### src/rtl/spi_fifo_pkg.sv
package spi_fifo_pkg;
  localparam int ADDR_W = 8;
  localparam logic [ADDR_W-1:0] A_GIE  = 8'h1C;
  localparam logic [ADDR_W-1:0] A_ISR  = 8'h20;
  localparam logic [ADDR_W-1:0] A_IER  = 8'h28;
  localparam logic [ADDR_W-1:0] A_RST  = 8'h40;
  localparam logic [ADDR_W-1:0] A_CTRL = 8'h60;
  localparam logic [ADDR_W-1:0] A_STAT = 8'h64;
  localparam logic [ADDR_W-1:0] A_TXD  = 8'h68;
  localparam logic [ADDR_W-1:0] A_RXD  = 8'h6C;
  localparam logic [ADDR_W-1:0] A_SEL  = 8'h70;

  localparam int CTRL_W = 10;
  localparam int ISR_W  = 7;
  localparam logic [CTRL_W-1:0] CTRL_RST = 10'h180;
  localparam logic [31:0] RST_KEY = 32'h0000_000A;

  typedef struct packed {
    logic txPush;
    logic rxPop;
    logic txFlush;
    logic rxFlush;
    logic softRst;
  } spi_strobe_t;

  typedef struct packed {
    logic loopback;
    logic enable;
    logic master;
    logic cpol;
    logic cpha;
    logic inhibit;
    logic lsbFirst;
  } spi_cfg_t;

  typedef struct packed {
    logic txEmpty;
    logic txFull;
    logic txHalf;
    logic rxEmpty;
    logic rxFull;
    logic wordDone;
    logic rxDrop;
  } spi_stat_t;
endpackage

### src/rtl/spi_word_fifo.sv
module spi_word_fifo #(
  parameter int WIDTH = 8,
  parameter int DEPTH = 16
) (
  input  logic             clk,
  input  logic             rstN,
  input  logic             flush,
  input  logic             wrEn,
  input  logic [WIDTH-1:0] wrData,
  input  logic             rdEn,
  output logic [WIDTH-1:0] rdData,
  output logic             empty,
  output logic             full,
  output logic [$clog2(DEPTH):0] level
);
  localparam int AW = $clog2(DEPTH);

  logic [WIDTH-1:0] mem [DEPTH];
  logic [AW-1:0] wrPtr, rdPtr;
  logic doWr, doRd;

  assign empty  = (level == '0);
  assign full   = (level == (AW+1)'(DEPTH));
  assign doWr   = wrEn && !full;
  assign doRd   = rdEn && !empty;
  assign rdData = mem[rdPtr];

  always_ff @(posedge clk) begin
    if (doWr) mem[wrPtr] <= wrData;
  end

  always_ff @(posedge clk) begin
    if (!rstN || flush) begin
      wrPtr <= '0;
      rdPtr <= '0;
      level <= '0;
    end else begin
      if (doWr) wrPtr <= wrPtr + 1'b1;
      if (doRd) rdPtr <= rdPtr + 1'b1;
      case ({doWr, doRd})
        2'b10:   level <= level + 1'b1;
        2'b01:   level <= level - 1'b1;
        default: level <= level;
      endcase
    end
  end


  fifo_no_overflow_chk: assert property (@(posedge clk) disable iff (!rstN)
    level <= (AW+1)'(DEPTH));
endmodule

### src/rtl/spi_fifo_dp.sv
module spi_fifo_dp
  import spi_fifo_pkg::*;
#(
  parameter int WORD_W  = 8,
  parameter int DEPTH   = 16,
  parameter int CLK_DIV = 2
) (
  input  logic              clk,
  input  logic              rstN,
  input  spi_strobe_t       strobe,
  input  spi_cfg_t          cfg,
  input  logic [WORD_W-1:0] txWord,
  output logic [WORD_W-1:0] rxHead,
  output spi_stat_t         stat,
  output logic              spiSclk,
  output logic              spiMosi,
  input  logic              spiMiso
);
  localparam int LAST_EDGE = 2*WORD_W - 1;
  localparam int EW = $clog2(2*WORD_W);
  localparam int DW = (CLK_DIV > 1) ? $clog2(CLK_DIV) : 1;
  localparam int LW = $clog2(DEPTH) + 1;

  logic fifoRst;
  logic [WORD_W-1:0] txHead;
  logic txEmpty, txFull, rxEmpty, rxFull;
  logic [LW-1:0] txLevel, rxLevel;

  logic busy, sclkReg;
  logic [DW-1:0] divCnt;
  logic [EW-1:0] edgeCnt;
  logic [WORD_W-1:0] txShift, rxShift, rxNext;
  logic canStart, tick, leadEdge, sampleNow, shiftNow, lastEdge, inBit;

  assign fifoRst = !rstN || strobe.softRst;

  spi_word_fifo #(.WIDTH(WORD_W), .DEPTH(DEPTH)) txFifo (
    .clk(clk), .rstN(!fifoRst), .flush(strobe.txFlush),
    .wrEn(strobe.txPush), .wrData(txWord),
    .rdEn(canStart), .rdData(txHead),
    .empty(txEmpty), .full(txFull), .level(txLevel));

  spi_word_fifo #(.WIDTH(WORD_W), .DEPTH(DEPTH)) rxFifo (
    .clk(clk), .rstN(!fifoRst), .flush(strobe.rxFlush),
    .wrEn(lastEdge), .wrData(rxNext),
    .rdEn(strobe.rxPop), .rdData(rxHead),
    .empty(rxEmpty), .full(rxFull), .level(rxLevel));

  assign canStart = !busy && cfg.enable && cfg.master && !cfg.inhibit &&
                    !txEmpty && !strobe.txFlush && !strobe.softRst;
  assign tick     = busy && (divCnt == '0);
  assign leadEdge = !edgeCnt[0];
  assign sampleNow = tick && (cfg.cpha ? !leadEdge : leadEdge);
  assign shiftNow  = tick && (cfg.cpha ? (leadEdge && edgeCnt != '0)
                                       : (!leadEdge && edgeCnt != EW'(LAST_EDGE)));
  assign lastEdge  = tick && (edgeCnt == EW'(LAST_EDGE));
  assign spiMosi   = cfg.lsbFirst ? txShift[0] : txShift[WORD_W-1];
  assign inBit     = cfg.loopback ? spiMosi : spiMiso;
  assign spiSclk   = sclkReg;

  always_comb begin
    rxNext = rxShift;
    if (sampleNow)
      rxNext = cfg.lsbFirst ? {inBit, rxShift[WORD_W-1:1]}
                            : {rxShift[WORD_W-2:0], inBit};
  end

  always_ff @(posedge clk) begin
    if (fifoRst) begin
      busy    <= 1'b0;
      sclkReg <= 1'b0;
      divCnt  <= '0;
      edgeCnt <= '0;
      txShift <= '0;
      rxShift <= '0;
    end else if (canStart) begin
      busy    <= 1'b1;
      txShift <= txHead;
      divCnt  <= DW'(CLK_DIV-1);
      edgeCnt <= '0;
      sclkReg <= cfg.cpol;
    end else if (busy) begin
      if (tick) begin
        divCnt  <= DW'(CLK_DIV-1);
        sclkReg <= !sclkReg;
        edgeCnt <= edgeCnt + 1'b1;
        rxShift <= rxNext;
        if (shiftNow)
          txShift <= cfg.lsbFirst ? (txShift >> 1) : (txShift << 1);
        if (lastEdge) busy <= 1'b0;
      end else begin
        divCnt <= divCnt - 1'b1;
      end
    end else begin
      sclkReg <= cfg.cpol;
    end
  end

  always_comb begin
    stat.txEmpty  = txEmpty;
    stat.txFull   = txFull;
    stat.txHalf   = (txLevel <= LW'(DEPTH/2));
    stat.rxEmpty  = rxEmpty;
    stat.rxFull   = rxFull;
    stat.wordDone = lastEdge;
    stat.rxDrop   = lastEdge && rxFull;
  end


  inhibit_hold_chk: assert property (@(posedge clk) disable iff (!rstN)
    (cfg.inhibit && !busy) |=> !busy);


  sclk_idle_chk: assert property (@(posedge clk) disable iff (!rstN)
    (!busy && $past(!busy) && $stable(cfg.cpol)) |-> (spiSclk == cfg.cpol));


  rx_level_chk: assert property (@(posedge clk) disable iff (!rstN)
    rxLevel <= LW'(DEPTH));
endmodule

### src/rtl/spi_fifo_ctrl.sv
module spi_fifo_ctrl
  import spi_fifo_pkg::*;
#(
  parameter int WORD_W = 8,
  parameter int NUM_SS = 8
) (
  input  logic              clk,
  input  logic              rstN,
  input  logic              regWrEn,
  input  logic              regRdEn,
  input  logic [ADDR_W-1:0] regAddr,
  input  logic [31:0]       regWrData,
  output logic [31:0]       regRdData,
  input  logic [WORD_W-1:0] rxHead,
  input  spi_stat_t         stat,
  output spi_strobe_t       strobe,
  output spi_cfg_t          cfg,
  output logic [NUM_SS-1:0] spiSel,
  output logic              intrOut
);
  logic [CTRL_W-1:0] ctrlReg;
  logic [NUM_SS-1:0] selReg;
  logic [ISR_W-1:0]  isrReg, ierReg, setEv, clrMask;
  logic gieBit, rxFullPrev, txHalfPrev;
  logic wrCtrl, wrIsr;

  assign wrCtrl = regWrEn && (regAddr == A_CTRL);
  assign wrIsr  = regWrEn && (regAddr == A_ISR);

  always_comb begin
    strobe.txPush  = regWrEn && (regAddr == A_TXD);
    strobe.rxPop   = regRdEn && (regAddr == A_RXD);
    strobe.txFlush = wrCtrl && regWrData[5];
    strobe.rxFlush = wrCtrl && regWrData[6];
    strobe.softRst = regWrEn && (regAddr == A_RST) && (regWrData == RST_KEY);
  end

  always_comb begin
    cfg.loopback = ctrlReg[0];
    cfg.enable   = ctrlReg[1];
    cfg.master   = ctrlReg[2];
    cfg.cpol     = ctrlReg[3];
    cfg.cpha     = ctrlReg[4];
    cfg.inhibit  = ctrlReg[8];
    cfg.lsbFirst = ctrlReg[9];
  end

  always_comb begin
    setEv    = '0;
    setEv[2] = stat.wordDone && stat.txEmpty && !strobe.txPush;
    setEv[4] = stat.rxFull && !rxFullPrev;
    setEv[5] = stat.rxDrop;
    setEv[6] = stat.txHalf && !txHalfPrev;
    clrMask  = wrIsr ? regWrData[ISR_W-1:0] : '0;
  end

  always_ff @(posedge clk) begin
    if (!rstN || strobe.softRst) begin
      ctrlReg    <= CTRL_RST;
      selReg     <= '1;
      isrReg     <= '0;
      ierReg     <= '0;
      gieBit     <= 1'b0;
      rxFullPrev <= 1'b0;
      txHalfPrev <= 1'b1;
    end else begin
      rxFullPrev <= stat.rxFull;
      txHalfPrev <= stat.txHalf;
      isrReg     <= (isrReg & ~clrMask) | setEv;
      if (wrCtrl) ctrlReg <= regWrData[CTRL_W-1:0] & ~CTRL_W'(10'h060);
      if (regWrEn && regAddr == A_SEL) selReg <= regWrData[NUM_SS-1:0];
      if (regWrEn && regAddr == A_IER) ierReg <= regWrData[ISR_W-1:0];
      if (regWrEn && regAddr == A_GIE) gieBit <= regWrData[31];
    end
  end

  assign spiSel  = selReg;
  assign intrOut = gieBit && |(isrReg & ierReg);

  always_comb begin
    regRdData = '0;
    case (regAddr)
      A_CTRL: regRdData[CTRL_W-1:0] = ctrlReg;
      A_STAT: regRdData[4:0] = {1'b0, stat.txFull, stat.txEmpty,
                                stat.rxFull, stat.rxEmpty};
      A_RXD:  regRdData[WORD_W-1:0] = rxHead;
      A_SEL:  regRdData[NUM_SS-1:0] = selReg;
      A_ISR:  regRdData[ISR_W-1:0] = isrReg;
      A_IER:  regRdData[ISR_W-1:0] = ierReg;
      A_GIE:  regRdData[31] = gieBit;
      default: regRdData = '0;
    endcase
  end


  isr_w1c_chk: assert property (@(posedge clk) disable iff (!rstN)
    wrIsr |=> ((isrReg & $past(regWrData[ISR_W-1:0] & ~setEv)) == '0));


  soft_rst_chk: assert property (@(posedge clk) disable iff (!rstN)
    strobe.softRst |=> (ctrlReg == CTRL_RST && selReg == '1 && isrReg == '0 && !gieBit));


  flush_bits_clear_chk: assert property (@(posedge clk) disable iff (!rstN)
    wrCtrl |=> (ctrlReg[6:5] == 2'b00));
endmodule

### src/rtl/spi_fifo_master.sv
module spi_fifo_master
  import spi_fifo_pkg::*;
#(
  parameter int WORD_W  = 8,
  parameter int DEPTH   = 16,
  parameter int CLK_DIV = 2,
  parameter int NUM_SS  = 8
) (
  input  logic              clk,
  input  logic              rstN,
  input  logic              regWrEn,
  input  logic              regRdEn,
  input  logic [7:0]        regAddr,
  input  logic [31:0]       regWrData,
  output logic [31:0]       regRdData,
  output logic              spiSclk,
  output logic              spiMosi,
  input  logic              spiMiso,
  output logic [NUM_SS-1:0] spiSel,
  output logic              intrOut
);
  spi_strobe_t strobe;
  spi_cfg_t    cfg;
  spi_stat_t   stat;
  logic [WORD_W-1:0] rxHead;

  spi_fifo_ctrl #(.WORD_W(WORD_W), .NUM_SS(NUM_SS)) ctrl (
    .clk(clk), .rstN(rstN), .regWrEn(regWrEn), .regRdEn(regRdEn),
    .regAddr(regAddr), .regWrData(regWrData), .regRdData(regRdData),
    .rxHead(rxHead), .stat(stat), .strobe(strobe), .cfg(cfg),
    .spiSel(spiSel), .intrOut(intrOut));

  spi_fifo_dp #(.WORD_W(WORD_W), .DEPTH(DEPTH), .CLK_DIV(CLK_DIV)) dp (
    .clk(clk), .rstN(rstN), .strobe(strobe), .cfg(cfg),
    .txWord(regWrData[WORD_W-1:0]), .rxHead(rxHead), .stat(stat),
    .spiSclk(spiSclk), .spiMosi(spiMosi), .spiMiso(spiMiso));
endmodule

### config.mk
export PLATFORM = sky130hd
export DESIGN_NAME = spi_fifo_master
export DESIGN_NICKNAME = d
export VERILOG_FILES = /design/src/rtl/spi_fifo_pkg.sv /design/src/rtl/spi_word_fifo.sv /design/src/rtl/spi_fifo_dp.sv /design/src/rtl/spi_fifo_ctrl.sv /design/src/rtl/spi_fifo_master.sv
export SDC_FILE = /design/constraint.sdc
export NUM_CORES = 1
export LEC_CHECK = 0
export ABC_CLOCK_PERIOD_IN_PS = 7450
export BUFFER_PORTS_ARGS = -buffer_cell sky130_fd_sc_hd__buf_2
export CORE_MARGIN = 2
export CORE_UTILIZATION = 30
export CTS_BUF_LIST = sky130_fd_sc_hd__clkbuf_4
export DETAILED_ROUTE_END_ITERATION = 12
export HOLD_SLACK_MARGIN = 0.06
export PLACE_DENSITY = 0.57
export SYNTH_ARGS = -nofsm -noshare
export SYNTH_HDL_FRONTEND = slang
export SYNTH_SLANG_ARGS = --single-unit
### constraint.sdc
create_clock -name clk -period 7.45 [get_ports clk]
set_input_delay 1.1175 -clock clk [delete_from_list [all_inputs] [get_ports clk]]
set_output_delay 1.1175 -clock clk [all_outputs]
set_load 0.02 [all_outputs]
==> qor.txt <==
Status: completed
Clock sinks: 346
Worst-skew pair later-pin latency: 0.75 ns
First-pass GRT wire length: 52000 µm
Critical Path RT: 6.33 ns
Fmax: 219 MHz
Post-synth ARST share: 0
Vias in the first global route: 8675
Fin util: 0.347
Mapped Area: 0.0144 mm²
Largest area contributor in the netlist: edfxtp_1
Crit Path Class: flip-flop to primary output
Starting Density: 0.303
Final setup fails: 0
Power Density: 224 mW/mm²
Number of buffers and inverters on the critical path: 3
VDD IR max: 0.112 mV
All-Layer GR Usage: 0.139
Leak pwr: 5.65 nW
Top-area cell type share of the netlist area: 0.532
Htree depth: 3
Share of post-route cells with drive strength above 1: 0.272
Slowest library cell on the worst path: mux4_2
Max-cap violations: 0
Fill cell count: 4625
FP Rows: 80
Die Y: 223 µm
Pins Over Slew Limit: 0
Clock slew at reported path FFs: 0.06 ns
GRT overflow: 0
Die ar.: 0.0499 mm²
Family with the most delay on the worst path: multiplexers
Synthesized flop and latch total: 346
Setup tns final: 0 ns
Syn_area_per_cell: 14.9 µm²
Cts bufs inserted: 86
PnR Total Power: 0.00371 W
Measured slew at the worst slew-check pin: 1.26 ns
Final Skew: 0.0386 ns
Critical-path cell list: buf_4, mux4_2, mux4_2, a222oi_1, inv_1, buf_2
Final #Nets: 1158
Detailed Place HPWL: 22800 µm
Avg WL per Cell: 19.0 µm
Resize count post-CTS: 0
Final min period: 4.57 ns
Via count: 8566
Drc violations: 0
Io pins: 88
Fin crit share: 0.613
Drt pass-1 iters: 7
Area of the multi-input gates: 0.00462 mm²
Post-synth cell types: 57
TritonCTS clock tree: yes
Largest net degree at the start of global routing: 33
CP most frequent cell: mux4_2
Ys Warns: 0
Cell area after layout: 0.0166 mm²
Slew headroom: 0.158
Worst Path Arrival: 3.45 ns
Clock buffer depth: 3
Worst setup SP type: flip-flop
Final hold vios: 0
Crit. End Element: primary output
Hold-fix buffers at CTS: 0
Mapped Cells: 967
Initial DRC Count: 654
Max stage delay on crit path: 0.61 ns
Initial antenna violation count: 3
HP Class: flip-flop to flip-flop
Critical-path maximum fanout: 32
RSZ-0062 raised after global routing: no
PortBufs: 66
Synth top area cells: edfxtp_1, dfxtp_1, mux4_2
Synth-to-Final Area Change: 14.6%
GP Congestion: 0.826
Core Footprint: 0.0476 mm²
Clock root cell: clkbuf_4
EDFF count, synth: 256
Die X: 223 µm
Post-route ant nets: 0
Register area: 0.00949 mm²
Post-Route WL: 33700 µm
Sequential fraction of the synthesis area: 0.657
Synth Flop Type: edfxtp_1
Vias/cell: 4.82
Area after DPL: 0.0154 mm²
Post-CTS Setup Inserts: 0
where the power goes:
group / switching [W] / internal, W / total (W) / leakage [nW]
logic: 0.0000471 / 0.0000134 / 0.0000606 / 1.95
clock network: 0.000744 / 0.000858 / 0.00160 / 0.670
registers: 0.000000310 / 0.00205 / 0.00205 / 3.03
area by class of cell:
cell class,instances,share of cell area
Sequential cell,346,0.574
Clock inverter,27,0.00998
Inverter,16,0.00363
Multi-Input combinational cell,558,0.279
Antenna cell,2,0.000302
Clock buffer,128,0.0581
Tap cell,615,0.0465
Timing Repair Buffer,86,0.0290
sequential cells by signal (all words and copies together), names as in the netlist, 5 cells and up, named ones only:
| name | cells |
|---|---|
| dp.txFifo.level | 5 |
| dp.rxShift | 8 |
| dp.txFifo.mem | 128 |
| ctrl.ierReg | 7 |
| dp.rxFifo.level | 5 |
| ctrl.isrReg | 7 |
| ctrl.spiSel | 8 |
| dp.txShift | 8 |
| ctrl.ctrlReg | 8 |
| dp.rxFifo.mem | 128 |
stage by stage:
step                      setup WS, ns  hold WS, ns  instances
after global placement            3.06        0.466       1621
final                             2.88        0.495       1778
after CTS                         2.76        0.498       1776
after detailed placement          2.89        0.475       1621
after global routing              2.68        0.519       1777
after floorplan                   3.60        0.443        987
Yosys cell counts, types with 7 or more instances:
| master | count |
|---|---|
| a21oi_1 | 30 |
| a222oi_1 | 8 |
| and2_1 | 10 |
| buf_2 | 10 |
| buf_4 | 21 |
| clkbuf_1 | 28 |
| dfxtp_1 | 90 |
| edfxtp_1 | 256 |
| ha_1 | 18 |
| inv_1 | 16 |
| mux2i_1 | 43 |
| mux4_2 | 75 |
| nand2_1 | 89 |
| nand2b_1 | 8 |
| nand3_1 | 15 |
| nand4_1 | 12 |
| nor2_1 | 113 |
| nor2b_1 | 7 |
| nor3_1 | 14 |
| nor4_1 | 7 |
| o211ai_1 | 12 |
| xnor2_1 | 7 |
| xor2_1 | 18 |
path summary, 6_finish.rpt:
kind | cells past startpoint | slack [ns] | to | from
hold / removal | 2 | 0.49 | ctrl.rxFullPrev | dp.rxFifo.level[4]
hold reg to reg | 2 | 0.49 | ctrl.rxFullPrev | dp.rxFifo.level[4]
setup / recovery | 6 | 2.88 | regRdData[7] | flip-flop
setup reg to reg | 12 | 3.69 | dp.txFifo.level[4] | dp.txFifo.level[1]
worst min-delay path, stage by stage (launching register included):
cell	delay, ns
dfxtp_1	0.33
nand2_1	0.08
nor2_1	0.04
cells by family (layout without fill, tap and decap cells):
family / count (synthesis) / after routing / synth area share
adder cells (fa/ha/maj): 19 / 19 / 0.0170
AO/OA/AOI/OAI: 71 / 71 / 0.0337
AND/OR/NAND/NOR: 298 / 298 / 0.0969
multiplexers: 124 / 124 / 0.151
other: 1 / 23 / 0.000260
XOR/XNOR: 25 / 25 / 0.0152
buffers and inverters: 83 / 257 / 0.0285
flip-flops: 346 / 346 / 0.657
cells in the final DEF (no fill, tap or decap), drive strengths merged, types with 2 or more instances in the layout:
master,netlist,final
edfxtp,256,256
clkbuf,29,128
nor2,115,115
dfxtp,90,90
nand2,89,89
buf,38,86
mux4,75,75
mux2i,43,43
a21oi,30,30
conb,1,21
clkinv,0,21
inv,16,19
xor2,18,18
ha,18,18
nand3,15,15
nor3,15,15
nand4,13,13
o211ai,12,12
and2,12,12
nor4,9,9
a222oi,8,8
nand2b,8,8
nor2b,7,7
xnor2,7,7
mux2,6,6
a22oi,5,5
and3,4,4
a21o,3,3
o31ai,3,3
nor4b,3,3
diode,0,2
a311oi,2,2
or4,2,2
bufinv,0,2
o21ai,2,2
nor3b,2,2
per-layer routing:
metal / wire length, µm / track usage / vias to the layer above / share of wire
li1: - / - / 3936 / -
met5: 0 / 0 / - / 0
met1: 15100 / 0.189 / 4297 / 0.45
met3: 1990 / 0.0308 / 50 / 0.059
met2: 16000 / 0.219 / 283 / 0.48
met4: 631 / 0.0477 / 0 / 0.019
No activity file was read; power rests on OpenSTA's default activity.
